### config.mk
export PLATFORM = sky130hd
export DESIGN_NAME = t1h_host_link
export DESIGN_NICKNAME = d
export VERILOG_FILES = /design/src/rtl/t1h_pkg.sv /design/src/rtl/t1h_pcb_decode.sv /design/src/rtl/t1h_retry_budget.sv /design/src/rtl/t1h_seq_track.sv /design/src/rtl/t1h_host_link.sv
export SDC_FILE = /design/constraint.sdc
export NUM_CORES = 1
export LEC_CHECK = 0
export ABC_AREA = 0
export BUFFER_PORTS_ARGS = -buffer_cell sky130_fd_sc_hd__buf_2
export CAP_MARGIN = 20
export CORE_ASPECT_RATIO = 1.5
export CORE_MARGIN = 5
export CORE_UTILIZATION = 34
export CTS_BUF_LIST = sky130_fd_sc_hd__clkbuf_4 sky130_fd_sc_hd__clkbuf_8
export DETAILED_ROUTE_END_ITERATION = 10
export GPL_TIMING_DRIVEN = 0
export SYNTH_ARGS = -nofsm -noshare
export SYNTH_HDL_FRONTEND = slang
export SYNTH_SLANG_ARGS = --single-unit
### constraint.sdc
create_clock -name clk -period 3.3 [get_ports clk]
set_input_delay 0.66 -clock clk [delete_from_list [all_inputs] [get_ports clk]]
set_output_delay 0.66 -clock clk [all_outputs]
set_load 0.05 [all_outputs]
### src/rtl/t1h_pkg.sv
package t1h_pkg;

  localparam logic [7:0] PCB_SRST_REQ  = 8'hCF;
  localparam logic [7:0] PCB_SRST_RSP  = 8'hEF;
  localparam logic [7:0] PCB_RSYNC_REQ = 8'hC0;
  localparam logic [7:0] PCB_RSYNC_RSP = 8'hE0;
  localparam logic [7:0] PCB_WTX_REQ   = 8'hC3;
  localparam logic [7:0] PCB_WTX_RSP   = 8'hE3;

  localparam logic [1:0] ACK_OK    = 2'b00;
  localparam logic [1:0] ACK_CRC   = 2'b01;
  localparam logic [1:0] ACK_OTHER = 2'b10;

  typedef enum logic [1:0] {BK_INFO, BK_ACK, BK_SUP, BK_BAD} blk_kind_e;

  typedef struct packed {
    blk_kind_e  kind;
    logic       seq;
    logic       more;
    logic [1:0] code;
  } pcb_fields_t;

  typedef enum logic [2:0] {ST_BOOT, ST_IDLE, ST_TXW, ST_RXW, ST_FATAL} link_state_e;
  typedef enum logic [1:0] {PH_NORMAL, PH_SRST, PH_RSYNC} link_phase_e;

  function automatic logic [7:0] mk_info(input logic ns, input logic more);
    return {1'b0, ns, more, 5'b00000};
  endfunction

  function automatic logic [7:0] mk_ack(input logic nr, input logic [1:0] code);
    return {3'b100, nr, 2'b00, code};
  endfunction

endpackage

### src/rtl/t1h_pcb_decode.sv
module t1h_pcb_decode
  import t1h_pkg::*;
(
  input  logic [7:0]  pcb,
  output pcb_fields_t fld
);
  always_comb begin
    fld.kind = BK_BAD;
    fld.seq  = 1'b0;
    fld.more = 1'b0;
    fld.code = pcb[1:0];
    if (!pcb[7]) begin
      if (pcb[4:0] == 5'd0) fld.kind = BK_INFO;
      fld.seq  = pcb[6];
      fld.more = pcb[5];
    end else if (!pcb[6]) begin
      if (!pcb[5] && pcb[3:2] == 2'b00 && pcb[1:0] != 2'b11) fld.kind = BK_ACK;
      fld.seq = pcb[4];
    end else begin
      fld.kind = BK_SUP;
    end
  end
endmodule

### src/rtl/t1h_retry_budget.sv
module t1h_retry_budget #(
  parameter int MAX_RETRY = 10
) (
  input  logic clk,
  input  logic rst,
  input  logic clr,
  input  logic bump,
  output logic exhausted
);
  localparam int CW = $clog2(MAX_RETRY + 1);
  localparam logic [CW-1:0] LIMIT = CW'(MAX_RETRY);

  logic [CW-1:0] cnt;

  always_ff @(posedge clk) begin
    if (rst || clr) cnt <= '0;
    else if (bump && cnt != LIMIT) cnt <= cnt + CW'(1);
  end

  assign exhausted = (cnt == LIMIT);

  a_r7_within_budget: assert property (@(posedge clk) disable iff (rst)
    cnt <= LIMIT);

  a_r7_one_step: assert property (@(posedge clk) disable iff (rst)
    (bump && !clr && !exhausted) |=> cnt == $past(cnt) + CW'(1));

  a_r7_cleared: assert property (@(posedge clk) disable iff (rst)
    clr |=> cnt == '0);
endmodule

### src/rtl/t1h_seq_track.sv
module t1h_seq_track (
  input  logic clk,
  input  logic rst,
  input  logic zero,
  input  logic adv_send,
  input  logic adv_recv,
  output logic ns,
  output logic nr
);
  always_ff @(posedge clk) begin
    if (rst || zero) begin
      ns <= 1'b0;
      nr <= 1'b0;
    end else begin
      if (adv_send) ns <= ~ns;
      if (adv_recv) nr <= ~nr;
    end
  end

  a_r10_zeroed: assert property (@(posedge clk) disable iff (rst)
    zero |=> (!ns && !nr));

  a_r2_hold: assert property (@(posedge clk) disable iff (rst)
    (!zero && !adv_send) |=> ns == $past(ns));
endmodule

### src/rtl/t1h_host_link.sv
module t1h_host_link
  import t1h_pkg::*;
#(
  parameter int MAX_RETRY = 10
) (
  input  logic       clk,
  input  logic       rst,
  input  logic       app_send_valid,
  input  logic       app_send_more,
  input  logic       app_resync,
  output logic       app_ready,
  output logic       rsp_valid,
  output logic       rsp_more,
  output logic       tx_req,
  output logic [7:0] tx_pcb,
  output logic       tx_resend,
  input  logic       tx_done,
  input  logic       rx_valid,
  input  logic       rx_crc_ok,
  input  logic [7:0] rx_pcb,
  input  logic       bwt_expired,
  output logic       bwt_restart,
  output logic       link_fatal
);
  link_state_e state, state_d;
  link_phase_e phase, phase_d;
  pcb_fields_t fld;

  logic       ns, nr, exhausted;
  logic [7:0] last_pcb;
  logic       i_unacked, i_unacked_d, i_more, i_more_d;

  logic       do_tx, orig, resend_d, deliver, more_d;
  logic [7:0] pcb_d;
  logic       bump, clr, seq_zero, adv_send, adv_recv, fatal_d;
  logic       err, err_last, fin_s;
  logic [1:0] err_code;

  t1h_pcb_decode u_dec (.pcb(rx_pcb), .fld(fld));

  t1h_retry_budget #(.MAX_RETRY(MAX_RETRY)) u_budget (
    .clk(clk), .rst(rst), .clr(clr), .bump(bump), .exhausted(exhausted)
  );

  t1h_seq_track u_seq (
    .clk(clk), .rst(rst), .zero(seq_zero), .adv_send(adv_send),
    .adv_recv(adv_recv), .ns(ns), .nr(nr)
  );

  always_comb begin
    state_d     = state;
    phase_d     = phase;
    do_tx       = 1'b0;
    orig        = 1'b0;
    pcb_d       = 8'h00;
    resend_d    = 1'b0;
    deliver     = 1'b0;
    more_d      = 1'b0;
    bump        = 1'b0;
    clr         = 1'b0;
    seq_zero    = 1'b0;
    adv_send    = 1'b0;
    adv_recv    = 1'b0;
    i_unacked_d = i_unacked;
    i_more_d    = i_more;
    fatal_d     = link_fatal;
    err         = 1'b0;
    err_last    = 1'b0;
    err_code    = ACK_OTHER;
    fin_s       = 1'b0;

    unique case (state)
      ST_BOOT: begin
        do_tx   = 1'b1;
        orig    = 1'b1;
        pcb_d   = PCB_SRST_REQ;
        phase_d = PH_SRST;
        clr     = 1'b1;
        state_d = ST_TXW;
      end
      ST_IDLE: begin
        if (app_resync) begin
          do_tx   = 1'b1;
          orig    = 1'b1;
          pcb_d   = PCB_RSYNC_REQ;
          phase_d = PH_RSYNC;
          state_d = ST_TXW;
        end else if (app_send_valid) begin
          do_tx       = 1'b1;
          orig        = 1'b1;
          pcb_d       = mk_info(ns, app_send_more);
          i_unacked_d = 1'b1;
          i_more_d    = app_send_more;
          phase_d     = PH_NORMAL;
          state_d     = ST_TXW;
        end
      end
      ST_TXW: begin
        if (tx_done) state_d = ST_RXW;
      end
      ST_RXW: begin
        if (rx_valid || bwt_expired) begin
          if (rx_valid && !rx_crc_ok) begin
            err      = 1'b1;
            err_code = ACK_CRC;
          end else if (rx_valid && rx_pcb == PCB_WTX_REQ) begin
            do_tx   = 1'b1;
            orig    = 1'b1;
            pcb_d   = PCB_WTX_RSP;
            state_d = ST_TXW;
          end else if (!rx_valid) begin
            err = 1'b1;
          end else if (phase == PH_SRST) begin
            if (rx_pcb == PCB_SRST_RSP) fin_s = 1'b1;
            else err = 1'b1;
          end else if (phase == PH_RSYNC) begin
            if (rx_pcb == PCB_RSYNC_RSP) fin_s = 1'b1;
            else err = 1'b1;
          end else if (fld.kind == BK_INFO && fld.seq == nr) begin
            deliver  = 1'b1;
            more_d   = fld.more;
            adv_recv = 1'b1;
            clr      = 1'b1;
            if (i_unacked) begin
              adv_send    = 1'b1;
              i_unacked_d = 1'b0;
            end
            if (fld.more) begin
              do_tx   = 1'b1;
              orig    = 1'b1;
              pcb_d   = mk_ack(~nr, ACK_OK);
              state_d = ST_TXW;
            end else begin
              state_d = ST_IDLE;
            end
          end else if (fld.kind == BK_ACK) begin
            if (i_unacked && i_more && fld.seq != ns && fld.code == ACK_OK) begin
              clr         = 1'b1;
              adv_send    = 1'b1;
              i_unacked_d = 1'b0;
              state_d     = ST_IDLE;
            end else begin
              err      = 1'b1;
              err_last = 1'b1;
            end
          end else begin
            err = 1'b1;
          end

          if (fin_s) begin
            seq_zero    = 1'b1;
            clr         = 1'b1;
            i_unacked_d = 1'b0;
            phase_d     = PH_NORMAL;
            state_d     = ST_IDLE;
          end

          if (err) begin
            if (exhausted) begin
              if (phase == PH_SRST) begin
                fatal_d = 1'b1;
                state_d = ST_FATAL;
              end else begin
                do_tx       = 1'b1;
                orig        = 1'b1;
                pcb_d       = PCB_SRST_REQ;
                phase_d     = PH_SRST;
                clr         = 1'b1;
                i_unacked_d = 1'b0;
                state_d     = ST_TXW;
              end
            end else begin
              bump    = 1'b1;
              do_tx   = 1'b1;
              state_d = ST_TXW;
              if (phase == PH_SRST) pcb_d = PCB_SRST_REQ;
              else if (phase == PH_RSYNC) pcb_d = PCB_RSYNC_REQ;
              else if (err_last) begin
                pcb_d    = last_pcb;
                resend_d = ~last_pcb[7];
              end else pcb_d = mk_ack(nr, err_code);
            end
          end
        end
      end
      default: ;
    endcase
  end

  always_ff @(posedge clk) begin
    if (rst) begin
      state       <= ST_BOOT;
      phase       <= PH_SRST;
      tx_req      <= 1'b0;
      tx_pcb      <= 8'h00;
      tx_resend   <= 1'b0;
      last_pcb    <= 8'h00;
      i_unacked   <= 1'b0;
      i_more      <= 1'b0;
      rsp_valid   <= 1'b0;
      rsp_more    <= 1'b0;
      bwt_restart <= 1'b0;
      app_ready   <= 1'b0;
      link_fatal  <= 1'b0;
    end else begin
      state       <= state_d;
      phase       <= phase_d;
      tx_req      <= do_tx;
      if (do_tx) begin
        tx_pcb    <= pcb_d;
        tx_resend <= resend_d;
      end
      if (orig) last_pcb <= pcb_d;
      i_unacked   <= i_unacked_d;
      i_more      <= i_more_d;
      rsp_valid   <= deliver;
      rsp_more    <= deliver & more_d;
      bwt_restart <= (state == ST_TXW) && tx_done;
      app_ready   <= (state_d == ST_IDLE);
      link_fatal  <= fatal_d;
    end
  end

  a_r1_boot_first: assert property (@(posedge clk) disable iff (rst)
    (state == ST_BOOT) |=> (tx_req && tx_pcb == PCB_SRST_REQ));

  a_r12_tx_pulse: assert property (@(posedge clk) disable iff (rst)
    tx_req |=> !tx_req);

  a_r12_no_tx_waiting: assert property (@(posedge clk) disable iff (rst)
    (state == ST_TXW && !tx_done) |=> !tx_req);

  a_r2_info_reserved: assert property (@(posedge clk) disable iff (rst)
    (tx_req && !tx_pcb[7]) |-> tx_pcb[4:0] == 5'd0);

  a_r4_chain_ack: assert property (@(posedge clk) disable iff (rst)
    (state == ST_RXW && phase == PH_NORMAL && rx_valid && rx_crc_ok &&
     rx_pcb[7] == 1'b0 && rx_pcb[5] && rx_pcb[4:0] == 5'd0 && rx_pcb[6] == nr)
    |=> (tx_req && tx_pcb[7:5] == 3'b100 && tx_pcb[1:0] == ACK_OK && rsp_valid));

  a_r9_wtx_answer: assert property (@(posedge clk) disable iff (rst)
    (state == ST_RXW && rx_valid && rx_crc_ok && rx_pcb == PCB_WTX_REQ)
    |=> (tx_req && tx_pcb == PCB_WTX_RSP));

  a_r9_timer_restart: assert property (@(posedge clk) disable iff (rst)
    (state == ST_TXW && tx_done) |=> bwt_restart);

  a_r8_fatal_sticky: assert property (@(posedge clk) disable iff (rst)
    link_fatal |=> (link_fatal && !tx_req && !app_ready));

  a_r11_idle_quiet: assert property (@(posedge clk) disable iff (rst)
    (state == ST_IDLE && !app_send_valid && !app_resync) |=> !tx_req);
endmodule

==> impl.org <==
** Setup path
- Counting both buffers and inverters, the worst setup path holds a total of 1.
- Critical-path cell list :: buf_2 -> nor4_2 -> nand4_1 -> a211oi_2 -> a21oi_2 -> o31a_1 -> or4b_4 -> mux2i_1 -> nor2_1
- Maximum fanout encountered on the critical timing path :: 5
- The worst setup path is captured at a flop.
- The slowest stage of the critical path belongs to the cell or4b_4.
- Among cell families on the critical path, the largest total delay comes from simple AND/OR/NAND/NOR gates.
- CP Data Required Time :: 3470 ps
- The largest single stage delay on the critical path is 560 ps.
- Data on the critical path arrives at its endpoint at 3050 ps.
- Kind of launch point of the worst setup path :: input port
- The setup path with the least slack is of type in -> reg.

** Synth
- The synthesized design contains 36 register bits.
- Post-synth top flop :: dfxtp_1
- Proportion of synthesized flip-flops having asynchronous set or reset :: 0%
- Of the synthesized area, sequential elements account for 35.6%.
- Net Count, Synth :: 269
- For this run, the number of Yosys warnings is 0.
- In this run, synthesis inferred 0 flip-flops with an integrated enable.
- Summed over all instances, the cell type with the most area after synthesis is dfxtp_1.
- Cell count after synthesis :: 250
- By area the synthesized netlist is led by dfxtp_1 36%, nor2_1 6.7%, nand2_1 4.3%, a21oi_1 3.7%, nor3_1 3.0%.
- Number of library cell types mapped by synthesis :: 61
- After synthesis the cells add up to 2020 sq um.
- In this run the mean area of a mapped cell was 8.09 sq um.
- Leading cell types by count after synthesis :: 36 x dfxtp_1, 36 x nor2_1, 23 x nand2_1, 15 x a21oi_1
- Of the post-synthesis cell area, the dominant cell type holds 35.6%.

** CTS
- The later pin in the worst-skew pair is clocked with a latency of 290 ps.
- Buffer type at the clock tree root :: clkbuf_8
- The clock tree synthesis step divided the H-tree into 2 levels.
- Register clock-pin slew on the reported worst setup and hold paths :: 70 ps
- CTS tree :: done
- Largest buffer count on any clock path :: 2
- Clock tree synthesis found a total of 36 sinks.
- Buffer count from post-CTS setup fixing :: 0
- Post-CTS repair changed the size of 0 cells.
- Number of hold buffers added after CTS :: 0
- Number of buffers created by CTS :: 5

** Timing
- Ratio of final minimum period to clock period :: 87.5%
- Final hold violation count :: 0
- Slew @ Worst Pin :: 788 ps
- Worst slew margin relative to its limit :: 47.1%
- Final setup violation count :: 0
- For the finished layout, the period the worst path requires is 2890 ps.
- Static timing analysis puts the maximum clock frequency at 346 MHz.
- Worst Skew :: 6.31 ps
- Setup repair after global routing left no endpoint under its margin.
- The total count of max-transition violations in the final report came to 0.
- TNS Setup :: 0 ps

** Cells and area
- Final net count :: 307
- The area growth from synthesis to layout is 16.5%.
- Count of fill cells added during filler insertion :: 631
- Count of antenna diodes in the layout :: 0
- Once layout is done, the placed cells without fillers occupy 2360 sq um.
- Share of layout cells above drive strength 1 :: 19.4%

** Global route
- The first global-routing pass estimated 9510 um of wire.
- Entering global routing, the biggest net connects 13 pins.
- Summed over all layers, the global routing overflow is 0.
- Antenna violations before repair :: 0
- The number of global-route vias before repair is 1959.
- Overall global routing resource usage :: 16.0%

** Route
- First-iteration detailed-routing DRC count :: 109
- Aggregate routed wire length :: 5830 um
- Across all layers, the routed design uses 2013 vias.
- Count of antenna-violating nets left after detailed routing :: 0
- Post-route DRC violation count :: 0
- Vias per cell :: 5.58
- Before antenna repair, the detailed router went through 4 iterations.
- Detailed-route wire length per cell :: 16.2 um

** Run
- Across the run, the number of max-cap violations was 0.

** Placed design
- Routability Congestion :: 0.935
- Hpwl dp :: 4590 um
- Summing all placed instances gives a cell area of 2270 sq um.
- Port Buffers :: 31

** Floorplanning
- Core ar. :: 5790 sq um
- Pin placement for this block handled 32 I/O pins.
- Horizontal extent of the die :: 73.0 um
- The floorplan has 34 rows.
- The floorplan step set the die height to 104 um.
- Area of the die :: 7630 sq um
- Starting Density :: 35.0%

** Worst hold path
- In this run the worst hold path is classified as reg -> reg.

** Status
- The flow ran to the end, and the final reports show no timing, DRC or antenna violations.

** Power and ir drop
- The analysis attributes to cell leakage a power of 0.941 nW.
- Power spread over the standard cell area amounts to 411 nW/um^2.
- Worst supply voltage drop on vdd :: 187 uV
-- layer usage --
| layer | GRT usage (%) | share of wire (%) | up-vias | routed length (um) |
|---|---|---|---|---|
| met5 | 0 | 0 | - | 0 |
| met2 | 27.4 | 52 | 55 | 3030 |
| met1 | 17.7 | 39 | 939 | 2290 |
| li1 | - | - | 1005 | - |
| met4 | 10.2 | 4.6 | 0 | 268 |
| met3 | 2.51 | 4.2 | 14 | 245 |
-- final cells by class --
type                       count  area, sq um  share of cell area, %
buffer                         8         40.0                   1.70
sequential                    36          721                   30.6
clock buffer                   5         68.8                   2.92
inverter                       9         33.8                   1.43
tap                           72         90.1                   3.82
clock inverter                 3         18.8                  0.797
timing repair buffer          31          155                   6.59
multi-input combinational    197         1230                   52.2
-- path summary, 6_finish.rpt --
check / end / slack [ps] / depth (start not counted) / from
setup reg to reg: i_more$_SDFFE_PP0P_ / 520 / 9 / state[2]$_SDFF_PP0_
setup / recovery: i_more$_SDFFE_PP0P_ / 410 / 9 / rx_pcb[3]
hold / removal: link_fatal$_SDFFE_PP0P_ / 450 / 2 / link_fatal$_SDFFE_PP0P_
hold reg to reg: link_fatal$_SDFFE_PP0P_ / 450 / 2 / link_fatal$_SDFFE_PP0P_
-- report_power, final --
group	switching, mW	total (mW)	internal (mW)
clock	0.172	0.319	0.147
sequential	0.0142	0.471	0.457
combinational	0.121	0.177	0.0562
-- logic make-up after synthesis --
kind of cell               synth area share [%]
DFF                                        35.6
and+or+nand+nor                            31.2
muxes                                      1.98
buffers and inverters                      3.65
adders and majority gates                  1.73
xor gates and xnor gates                   2.54
AOI/OAI and AO/OA                          23.3
-- per-stage QoR --
stage	worst slack [ps]	power [mW]	hold slack, ps	util, %	cells
after floorplan	671	0.601	433	-	250
after global placement	128	0.656	437	39.2	353
after detailed placement	110	0.658	443	39.2	353
after CTS	420	0.975	455	40.7	361
after global routing	299	1.02	484	40.7	361
final	412	0.967	454	40.7	361
-- tightest hold or removal path, stage by stage (launching register included) --
cell and delay [ps]:
dfxtp_1 310, inv_1 50, a21oi_1 50
-- state kept, by name, indices dropped and copies added (netlist names) --
register / count
last_pcb: 8
tx_pcb: 8
u_budget.cnt: 4
state: 3
phase: 2
app_ready: 1
bwt_restart: 1
i_more: 1
i_unacked: 1
link_fatal: 1
rsp_more: 1
rsp_valid: 1
tx_req: 1
tx_resend: 1
u_seq.nr: 1
u_seq.ns: 1
-- layout by cell type, fill, tap and decap left out, types with 3 or more instances in the layout --
| cell type | instances |
|---|---|
| nand2b_1 | 3 |
| clkbuf_1 | 5 |
| dfxtp_1 | 36 |
| o21ai_0 | 12 |
| clkbuf_8 | 5 |
| nand4_1 | 5 |
| a211oi_1 | 3 |
| nor3_1 | 12 |
| o31a_1 | 4 |
| o21a_1 | 3 |
| mux2i_1 | 4 |
| inv_1 | 9 |
| a311oi_1 | 3 |
| and3_1 | 3 |
| buf_2 | 32 |
| a21oi_1 | 15 |
| nor2_1 | 36 |
| nand2_1 | 23 |
| nand3_1 | 11 |
| and2b_1 | 3 |
| or3_1 | 3 |
| a31oi_1 | 3 |
| nor3b_1 | 4 |
Power figures use the tool's default switching activity.
